===== src/rtl/spi_mbx_pkg.sv =====
package spi_mbx_pkg;

    // Frame geometry
    localparam int FRAME_W  = 16;
    localparam int CNT_W    = $clog2(FRAME_W);
    localparam int ADDR_W   = 5;
    localparam int DATA_W   = 8;
    localparam int CMD_BIT  = FRAME_W - 1;
    localparam int ADDR_LSB = CMD_BIT - ADDR_W;

    // Register bank geometry; bases are multiples of the slot count
    localparam int NUM_MBX = 4;
    localparam int NUM_SCR = 4;
    localparam int SLOT_W  = $clog2(NUM_MBX);

    typedef logic [DATA_W-1:0]  byte_t;
    typedef logic [ADDR_W-1:0]  addr_t;
    typedef logic [FRAME_W-1:0] frame_t;
    typedef logic [SLOT_W-1:0]  slot_t;

    localparam addr_t LAST_ADDR = 5'h1A;
    localparam addr_t MBX_BASE  = '0;
    localparam addr_t HSCR_BASE = addr_t'(NUM_MBX);
    localparam addr_t LSCR_BASE = addr_t'(NUM_MBX + NUM_SCR);
    localparam addr_t MAP_END   = addr_t'(NUM_MBX + 2 * NUM_SCR);

    typedef enum logic [1:0] {
        RG_NONE,
        RG_MBX,
        RG_HSCR,
        RG_LSCR
    } region_e;

    // Decoded host request; reserved frame bits are not carried
    typedef struct packed {
        logic  is_write;
        addr_t addr;
        byte_t data;
    } req_t;

    function automatic region_e region_of(addr_t a);
        region_e r;
        if (a > LAST_ADDR || a >= MAP_END) r = RG_NONE;
        else if (a >= LSCR_BASE)           r = RG_LSCR;
        else if (a >= HSCR_BASE)           r = RG_HSCR;
        else                               r = RG_MBX;
        return r;
    endfunction

    function automatic slot_t slot_of(addr_t a);
        return a[SLOT_W-1:0];
    endfunction

    function automatic req_t unpack_frame(frame_t f);
        req_t r;
        r.is_write = f[CMD_BIT];
        r.addr     = f[ADDR_LSB +: ADDR_W];
        r.data     = f[DATA_W-1:0];
        return r;
    endfunction

    function automatic frame_t reply_frame(byte_t v);
        return frame_t'(v);
    endfunction

endpackage


===== src/rtl/spi_mbx_sync.sv =====
module spi_mbx_sync #(
    parameter int               WIDTH   = 1,
    parameter int               STAGES  = 2,
    parameter logic [WIDTH-1:0] RST_VAL = '0
) (
    input  logic             clk,
    input  logic             rst,
    input  logic [WIDTH-1:0] d,
    output logic [WIDTH-1:0] q
);

    logic [WIDTH-1:0] stage [STAGES];

    always_ff @(posedge clk) begin
        if (rst) begin
            for (int s = 0; s < STAGES; s++) stage[s] <= RST_VAL;
        end else begin
            stage[0] <= d;
            for (int s = 1; s < STAGES; s++) stage[s] <= stage[s-1];
        end
    end

    assign q = stage[STAGES-1];

endmodule


===== src/rtl/spi_mbx_frame.sv =====
module spi_mbx_frame
    import spi_mbx_pkg::*;
(
    input  logic   clk,
    input  logic   rst,
    input  logic   sclk_s,
    input  logic   cs_act,
    input  logic   mosi_s,
    input  logic   load_en,
    input  frame_t load_word,
    output logic   frame_vld,
    output frame_t frame_word,
    output logic   miso
);

    localparam logic [CNT_W-1:0] LAST_BIT = CNT_W'(FRAME_W - 1);

    logic               sclk_d;
    logic [CNT_W-1:0]   bit_cnt;
    logic [FRAME_W-2:0] rx_sh;
    frame_t             tx_sh;
    frame_t             tx_hold;
    logic               rise;
    logic               fall;

    assign rise       = sclk_s & ~sclk_d;
    assign fall       = ~sclk_s & sclk_d;
    assign frame_vld  = cs_act & rise & (bit_cnt == LAST_BIT);
    assign frame_word = {rx_sh, mosi_s};
    assign miso       = cs_act & tx_sh[FRAME_W-1];

    always_ff @(posedge clk) begin
        if (rst) begin
            sclk_d  <= 1'b0;
            bit_cnt <= '0;
            rx_sh   <= '0;
            tx_sh   <= '0;
            tx_hold <= '0;
        end else begin
            sclk_d <= sclk_s;
            if (!cs_act) begin
                // deselect drops any partial frame and rewinds the reply
                bit_cnt <= '0;
                tx_sh   <= tx_hold;
            end else begin
                if (rise) begin
                    rx_sh   <= {rx_sh[FRAME_W-3:0], mosi_s};
                    bit_cnt <= (bit_cnt == LAST_BIT) ? '0 : bit_cnt + 1'b1;
                end
                if (load_en) begin
                    tx_sh   <= load_word;
                    tx_hold <= load_word;
                end else if (fall && bit_cnt != '0) begin
                    tx_sh <= {tx_sh[FRAME_W-2:0], 1'b0};
                end
            end
        end
    end

endmodule


===== src/rtl/spi_mbx_regs.sv =====
module spi_mbx_regs
    import spi_mbx_pkg::*;
(
    input  logic  clk,
    input  logic  rst,
    input  logic  host_wr,
    input  logic  host_rd,
    input  addr_t host_addr,
    input  byte_t host_wdata,
    output byte_t host_rdata,
    input  logic  loc_wr,
    input  addr_t loc_addr,
    input  byte_t loc_wdata,
    output byte_t loc_rdata,
    output logic  irq
);

    byte_t mbx  [NUM_MBX];
    byte_t hscr [NUM_SCR];
    byte_t lscr [NUM_SCR];
    logic [NUM_MBX-1:0] pend;

    region_e host_rg;
    region_e loc_rg;
    slot_t   host_slot;
    slot_t   loc_slot;

    assign host_rg   = region_of(host_addr);
    assign loc_rg    = region_of(loc_addr);
    assign host_slot = slot_of(host_addr);
    assign loc_slot  = slot_of(loc_addr);

    generate
        for (genvar i = 0; i < NUM_MBX; i++) begin : g_mbx
            logic loc_hit;
            logic host_hit;
            assign loc_hit  = loc_wr && loc_rg == RG_MBX && loc_slot == slot_t'(i);
            assign host_hit = host_rd && host_rg == RG_MBX && host_slot == slot_t'(i);

            always_ff @(posedge clk) begin
                if (rst) begin
                    mbx[i]  <= '0;
                    pend[i] <= 1'b0;
                end else begin
                    if (loc_hit) mbx[i] <= loc_wdata;
                    // a fresh local write outranks a clearing host read
                    if (loc_hit)       pend[i] <= 1'b1;
                    else if (host_hit) pend[i] <= 1'b0;
                end
            end
        end

        for (genvar j = 0; j < NUM_SCR; j++) begin : g_scr
            always_ff @(posedge clk) begin
                if (rst) begin
                    hscr[j] <= '0;
                    lscr[j] <= '0;
                end else begin
                    if (host_wr && host_rg == RG_HSCR && host_slot == slot_t'(j))
                        hscr[j] <= host_wdata;
                    if (loc_wr && loc_rg == RG_LSCR && loc_slot == slot_t'(j))
                        lscr[j] <= loc_wdata;
                end
            end
        end
    endgenerate

    always_comb begin
        unique case (host_rg)
            RG_MBX:  host_rdata = mbx[host_slot];
            RG_HSCR: host_rdata = hscr[host_slot];
            RG_LSCR: host_rdata = lscr[host_slot];
            default: host_rdata = '0;
        endcase
    end

    always_comb begin
        unique case (loc_rg)
            RG_MBX:  loc_rdata = mbx[loc_slot];
            RG_HSCR: loc_rdata = hscr[loc_slot];
            RG_LSCR: loc_rdata = lscr[loc_slot];
            default: loc_rdata = '0;
        endcase
    end

    assign irq = |pend;

endmodule


===== src/rtl/spi_mbx_top.sv =====
module spi_mbx_top
    import spi_mbx_pkg::*;
(
    input  logic              clk,
    input  logic              rst,
    input  logic              spi_sclk,
    input  logic              spi_cs_n,
    input  logic              spi_mosi,
    output logic              spi_miso,
    input  logic              loc_wr,
    input  logic [ADDR_W-1:0] loc_addr,
    input  logic [DATA_W-1:0] loc_wdata,
    output logic [DATA_W-1:0] loc_rdata,
    output logic              host_irq
);

    logic [2:0] pins_s;
    logic       sclk_s;
    logic       cs_n_s;
    logic       mosi_s;
    logic       frame_vld;
    frame_t     frame_word;
    req_t       req;
    byte_t      host_rdata;
    frame_t     reply;

    spi_mbx_sync #(
        .WIDTH   (3),
        .STAGES  (2),
        .RST_VAL (3'b010)
    ) i_sync (
        .clk (clk),
        .rst (rst),
        .d   ({spi_sclk, spi_cs_n, spi_mosi}),
        .q   (pins_s)
    );

    assign {sclk_s, cs_n_s, mosi_s} = pins_s;

    assign req   = unpack_frame(frame_word);
    assign reply = req.is_write ? '0 : reply_frame(host_rdata);

    spi_mbx_frame i_frame (
        .clk        (clk),
        .rst        (rst),
        .sclk_s     (sclk_s),
        .cs_act     (~cs_n_s),
        .mosi_s     (mosi_s),
        .load_en    (frame_vld),
        .load_word  (reply),
        .frame_vld  (frame_vld),
        .frame_word (frame_word),
        .miso       (spi_miso)
    );

    spi_mbx_regs i_regs (
        .clk        (clk),
        .rst        (rst),
        .host_wr    (frame_vld & req.is_write),
        .host_rd    (frame_vld & ~req.is_write),
        .host_addr  (req.addr),
        .host_wdata (req.data),
        .host_rdata (host_rdata),
        .loc_wr     (loc_wr),
        .loc_addr   (loc_addr),
        .loc_wdata  (loc_wdata),
        .loc_rdata  (loc_rdata),
        .irq        (host_irq)
    );

endmodule


===== config.mk =====
export PLATFORM = sky130hd
export DESIGN_NAME = spi_mbx_top
export DESIGN_NICKNAME = d
export VERILOG_FILES = /design/src/rtl/spi_mbx_pkg.sv /design/src/rtl/spi_mbx_sync.sv /design/src/rtl/spi_mbx_frame.sv /design/src/rtl/spi_mbx_regs.sv /design/src/rtl/spi_mbx_top.sv
export SDC_FILE = /design/constraint.sdc
export NUM_CORES = 1
export LEC_CHECK = 0
export ABC_AREA = 1
export BUFFER_PORTS_ARGS = -buffer_cell sky130_fd_sc_hd__buf_2
export CORE_MARGIN = 4
export CORE_UTILIZATION = 47
export DETAILED_ROUTE_END_ITERATION = 10
export PLACE_DENSITY_LB_ADDON = 0.25
export SYNTH_ARGS = -nofsm -noshare
export SYNTH_HDL_FRONTEND = slang
export SYNTH_SLANG_ARGS = --single-unit

===== constraint.sdc =====
create_clock -name clk -period 2.9 [get_ports clk]
set_input_delay 0.58 -clock clk [delete_from_list [all_inputs] [get_ports clk]]
set_output_delay 0.58 -clock clk [all_outputs]
set_load 0.01 [all_outputs]

==> results of run 1 <==
## area by class of cell
class,instances,share of cell area (%)
clock buffer,18,5.15
clock inverter,14,1.82
inverter,70,3.15
multi-input combinational,593,33.9
sequential,152,48.0
tap,188,2.82
timing repair buffer,61,5.10
## Yosys cell counts, types with 3 or more instances
cell type	n	share of area, %
a21oi_1	49	3.4
clkbuf_1	24	1.2
nor2_1	136	7.0
nand3_1	93	6.4
inv_2	5	0.26
dfxtp_1	56	15
nor3_1	3	0.21
o311ai_0	4	0.48
nor2_2	3	0.26
nand2_1	182	9.4
inv_1	65	3.4
nand3_4	4	0.97
o21ai_0	55	3.8
or2_2	11	0.95
buf_2	10	0.69
edfxtp_1	96	40
o211ai_1	6	0.62
o311ai_1	3	0.36
o22ai_1	27	2.3
## kinds of logic (layout without fill, tap and decap cells)
family,after synthesis,in the layout,synth area share (%)
compound gates,144,144,11.0
simple gates,445,445,27.4
buf+inv,107,163,5.81
xor+xnor,2,2,0.242
fa+ha+maj,2,2,0.345
flops,152,152,55.2
## registers in the layout, summed over array words and instances (netlist names), named ones only
name,cells
i_frame.sclk_d,1
i_regs.hscr,32
i_frame.bit_cnt,4
i_regs.pend,4
i_frame.rx_sh,15
i_regs.mbx,32
i_frame.tx_sh,16
i_frame.tx_hold,8
i_regs.lscr,32
i_sync.stage,6
## routing by layer
layer	vias to the layer above	track usage, %
met1	2954	31.4
met5	-	0
li1	2965	-
met2	291	37.2
met3	62	5.38
met4	0	10.9
## worst max path at each step
stage	start	endpoint	slack (ps)	cells past startpoint
2_1_floorplan	loc_addr[0]	loc_rdata[4]	660	5
3_3_place_gp	loc_addr[4]	loc_rdata[4]	270	8
3_5_place_dp	loc_addr[4]	loc_rdata[4]	240	8
4_1_cts	loc_addr[4]	loc_rdata[7]	230	8
5_1_grt	loc_addr[4]	loc_rdata[7]	50	8
6_report	loc_addr[4]	loc_rdata[7]	210	8
## power groups by stage
stage	clock [mW]	sequential, mW	combinational, mW
after global placement	0	2.47	0.339
after detailed placement	0	2.47	0.342
after global routing	2.31	2.43	0.386
final	2.19	2.43	0.352
after CTS	2.21	2.43	0.345
after floorplan	0	2.45	0.207
## worst register-to-register path: stages (launching register included)
cell and delay (ps):
dfxtp_1 370, ha_1 210, nand3_1 200, nor2_8 200, nand2_4 170, nor2_8 260, nand2_1 80, nand2_1 320
## stage by stage
stage | util [%] | area, µm²
global placement | 51.2 | 7760
global route | 55.0 | 8340
detailed placement | 51.2 | 7760
floorplan | - | 7250
CTS | 55.0 | 8340
finish | 55.0 | 8340
==> results.toml, run 1 <==
[run_status]
outcome = "finished, final reports clean"

[clock_network]
h-tree-depth = 4
cts_buffer_depth = 2
post_cts_buffers = 0
numCtsBuffers = 17
cts_tree = "done"
clkLatencyLatePin_ps = 420
hold_buffers = 0
root_buffer = "clkbuf_16"
clk_pin_slew_ps = 60
cts-resized-gates = 0
cts_num_sinks = 152

[logic_synthesis]
ys_seq_area_share_pct = 55.2
syn-cell-area_um2 = 7250
synthesis.nets = 873
ys.warnings.count = 0
ys.flop_type = "edfxtp_1"
avgSynthCellArea_um2 = 8.51
ys_types = 33
synthArstFlopShare_pct = 0
synthCells = 852
synth_edf_count = 96
ys_seq_elements = 152

[critical_path]
crit_fanout = 8
max_stage_delay_ps = 360
crit_buf_inv = 4
reg2reg_slack_ps = 750
critPathSlowestCell = "o311ai_0"
crit_type = "primary input to output pin"
rr_worst_depth = 7
crit_family = "buffers and inverters"
arrival_ps = 2110
cp-end-kind = "output pin"
worstPathRequired_ps = 2320
worst_setup_path_start_kind = "primary input"
critical_path.cell_chain = "buf_2 -> nor2_1 -> nand2_1 -> inv_1 -> o21ai_0 -> o311ai_0 -> buf_4 -> buf_2"
cp_common_cell = "buf_2"
timing.rr.end = "i_regs.hscr[1][5]$_SDFFCE_PN0P_"
r2r-start = "i_frame.bit_cnt[0]$_SDFFE_PP0P_"

[pwr]
power_frac_seq_pct = 48.9
power.internal_mw = 3.77
power_leakage_nw = 3.28
swShare_pct = 24.1
netSwitchingPower_mw = 1.20
powerDensity_nw_per_um2 = 596
clockPowerShare_pct = 44.0
pwr-share-comb_pct = 7.1
finalPower_mw = 4.96
max-vdd-ir-drop_mv = 0.442

[global_routing]
grt_usage_pct = 23.7
grt_pass1_vias = 6113
overflow = 0
grt_max_degree = 49
antenna_found_initial = 0
grt_pass1_wl_um = 32500

[layout]
fin_cells = 1096
area.growth.synth_to_final_pct = 14.9
final_common_cell = "nand2_1"
seqCellArea_um2 = 4000
diodes = 0
nets = 916
drive_above_1_share_pct = 13.3
final_cell_mix = "nand2_1 (182), nor2_1 (136), edfxtp_1 (96)"
fillers = 1406
multi_input_area_um2 = 2830

[floorplanning]
die_width_um = 132
rows = 45
die_h_um = 132
start_util_pct = 47.9
dieArea_um2 = 17500
ios = 29
core_area_um2 = 15100

[timing]
finalHoldWorstSlack_ps = 347
worst_slack_ps = 207
maxSlewViolCount = 0
max_clock_freq_mhz = 371
period_share_pct = 92.9
fin_skew_ps = 7.82
rsz0062_at_grt = "false"
max-slew-margin-rel_pct = 45.6
post-route-min-period_ps = 2690
hold_viol = 0
worstMarginPinSlew_ps = 810
tns_ps = 0
setup_viol = 0

[routing]
dr_wl_met3_um = 1600
drc_errors = 0
drt_wl_total_um = 20100
wire_per_inst_um = 18.3
vias = 6272
drt_iter0_drc = 715
route.met2.wl_um = 9320
via_per_inst = 5.72
routed.top_layer = "met4"
ant_nets = 0
first_pass_iters = 6
wl_met1_um = 8500

[min_path]
hp-class = "primary input to register"
hold_end = "i_sync.stage[0][1]$_SDFF_PP1_"
min_from = "spi_cs_n"
whs_path_depth = 2

[placement]
portBuffers = 28
dpl.hpwl_um = 13900
pre_cts_ws_ps = 241
place_congestion = 0.896
dp_cells = 1064

[job]
drv_cap = 0
(Power assumes the default switching activity.)
==> run 2, diff against run 1 <==
--- a/config.mk
+++ b/config.mk
@@ -11,6 +11,8 @@
 export CORE_UTILIZATION = 47
 export DETAILED_ROUTE_END_ITERATION = 10
 export PLACE_DENSITY_LB_ADDON = 0.25
+export SKIP_LAST_GASP = 1
 export SYNTH_ARGS = -nofsm -noshare
 export SYNTH_HDL_FRONTEND = slang
+export SYNTH_HIERARCHICAL = 1
 export SYNTH_SLANG_ARGS = --single-unit
==> constraint.sdc (replaced) <==
create_clock -name clk -period 2.3 [get_ports clk]
set_input_delay 0.46 -clock clk [delete_from_list [all_inputs] [get_ports clk]]
set_output_delay 0.46 -clock clk [all_outputs]
set_load 0.01 [all_outputs]
==> run 2 against run 1 <==
  * Design area grew 18%
  * Sequential share of layout area shrank 6.1 points
  * Worst setup slack gained 69 ps
  * Via count grew 22%
  * First-iteration DRC count shrank 4.2%
==> results.toml, run 2 <==
[timing]
period_share_pct = 88.0
max_clock_freq_mhz = 494
hold_viol = 0
post-route-min-period_ps = 2020
finalHoldWorstSlack_ps = 214
worstMarginPinSlew_ps = 500
fin_skew_ps = 13.2
rsz0062_at_grt = "false"
maxSlewViolCount = 0
max-slew-margin-rel_pct = 66.6
setup_viol = 0

[layout]
final_cell_mix = "nand2_1 (479), nor2_1 (182), inv_1 (157)"
drive_above_1_share_pct = 10.7
final_common_cell = "nand2_1"
nets = 1294
diodes = 0
area.growth.synth_to_final_pct = 10.5
fin_cells = 1520
top_regs = "i_regs/hscr: 32 flops, i_regs/lscr: 32 flops, i_regs/mbx: 32 flops"

[logic_synthesis]
ys_types = 37
avgSynthCellArea_um2 = 7.16
ys.flop_type = "edfxtp_1"
synthArstFlopShare_pct = 0
synth_top_cells_by_count = "nand2_1 (479), nor2_1 (183), inv_1 (157), nand3_1 (99), edfxtp_1 (96)"
synth-simple-area-share_pct = 38.0
synth_edf_count = 96
synth-xor-area-share_pct = 0.0985
syn-cell-area_um2 = 8890
synth_most_common_cell = "nand2_1"
synth.mux.area_fraction_pct = 0
synth_top_area_share_pct = 32.4
synth_compound_area_share_pct = 3.32
ys_seq_area_share_pct = 46.4
synthAdderAreaFrac_pct = 0.281
synthCells = 1243
ys.warnings.count = 6
synth_top_family_by_area = "simple AND/OR/NAND/NOR gates"
ys_seq_elements = 158
synth_area_leaders = "edfxtp_1 (32%), nand2_1 (20%), dfxtp_1 (14%)"
synth_top_cell_by_area = "edfxtp_1"

[routing]
drt_wl_total_um = 23000
drt_iter0_drc = 685
vias = 7648
wire_per_inst_um = 15.1
ant_nets = 0
first_pass_iters = 5
drc_errors = 0
via_per_inst = 5.03

[clock_network]
cts_tree = "done"
clk_pin_slew_ps = 60
post_cts_buffers = 0
hold_buffers = 0
numCtsBuffers = 17
root_buffer = "clkbuf_16"
cts_num_sinks = 158
h-tree-depth = 4
cts-resized-gates = 0
cts_buffer_depth = 2
clkLatencyLatePin_ps = 430

[min_path]
hp-class = "primary input to register"

[critical_path]
cp_common_cell = "inv_1"
crit_type = "register to register"
critPathSlowestCell = "dfxtp_1"
crit_fanout = 8
max_stage_delay_ps = 330
worstPathRequired_ps = 2430
cp-end-kind = "register"
worst_setup_path_start_kind = "register"
arrival_ps = 2160
critical_path.cell_chain = "inv_1 -> nand2_1 -> nor3_2 -> nand2_1 -> nor2_1 -> nand2_1 -> inv_1 -> inv_1 -> nor2_4 -> inv_1 -> o21ai_0 -> buf_4"

[global_routing]
overflow = 0
grt_max_degree = 43
antenna_found_initial = 0
grt_usage_pct = 22.0
grt_pass1_wl_um = 37300
grt_pass1_vias = 7236

[floorplanning]
core_area_um2 = 18600
die_h_um = 146
die_width_um = 146
dieArea_um2 = 21200
start_util_pct = 47.7
rows = 50
ios = 29

[pwr]
pwr-share-comb_pct = 8.9
netSwitchingPower_mw = 1.63
power.internal_mw = 4.78
power_leakage_nw = 4.65
max-vdd-ir-drop_mv = 0.540
swShare_pct = 25.5
power_frac_seq_pct = 49.0
clockPowerShare_pct = 42.0
powerDensity_nw_per_um2 = 652

[placement]
place_congestion = 0.905
dp_cells = 1488
portBuffers = 28
dpl.hpwl_um = 16000

[run_status]
outcome = "finished, final reports clean"

[job]
drv_cap = 0
[run 2: critical path: cells and delay by family (launching register included)]
family,cells,cell delay (ps)
AOI/OAI and AO/OA,1,140
buffers and inverters,5,470
DFF,1,330
and+or+nand+nor,6,810
[run 2: worst paths after layout]
| path | to | slack, ps | cells after the start | from |
|---|---|---|---|---|
| worst max-delay path | i_regs/hscr[2][7]$_SDFFCE_PN0P_ | 280 | 12 | i_frame/sclk_d$_SDFF_PP0_ |
| worst max register to register | i_regs/hscr[2][7]$_SDFFCE_PN0P_ | 280 | 12 | i_frame/sclk_d$_SDFF_PP0_ |
| worst min-delay path | i_sync/stage[0][1]$_SDFF_PP1_ | 210 | 3 | spi_cs_n |
| worst min register to register | i_sync/stage[0][5]$_SDFF_PP0_ | 400 | 2 | i_sync/stage[0][2]$_SDFF_PP0_ |
[run 2: final cells by class]
| class | count | area (µm²) |
|---|---|---|
| clock buffer | 18 | 429 |
| clock inverter | 14 | 130 |
| fill | 1822 | 8810 |
| inverter | 170 | 668 |
| multi-input combinational | 865 | 3750 |
| sequential | 158 | 4130 |
| tap | 234 | 293 |
| timing repair buffer | 61 | 438 |
[run 2: power by group through the flow]
stage | sequential [mW] | clock, mW | combinational (mW)
after floorplan | 3.19 | 0 | 0.400
after global placement | 3.20 | 0 | 0.559
after detailed placement | 3.21 | 0 | 0.564
after CTS | 3.14 | 2.75 | 0.568
after global routing | 3.15 | 2.88 | 0.637
final | 3.14 | 2.70 | 0.572
[run 2: kinds of logic after synthesis]
| logic type | Yosys count |
|---|---|
| compound gates | 59 |
| flops | 158 |
| simple gates | 795 |
| buf+inv | 227 |
| fa+ha+maj | 2 |
| xor+xnor | 1 |
| other cells | 1 |
[run 2: stage by stage]
step / power [mW] / util, % / worst slack [ps] / setup TNS [ps] / area, µm²
global placement: 3.76 / 49.7 / 213 / 0 / 9270
global route: 6.67 / 52.7 / 8.83 / 0 / 9830
detailed placement: 3.77 / 49.7 / 196 / 0 / 9270
finish: 6.41 / 52.7 / 276 / 0 / 9830
CTS: 6.46 / 52.7 / 194 / 0 / 9820
floorplan: 3.59 / - / -160 / -2560 / 8920
[run 2: metal layers]
layer  track usage (%)  share of wire, %
met5                 0                 0
met2              35.8                48
met4              8.31               2.3
met1              29.8                43
met3              3.39               6.4
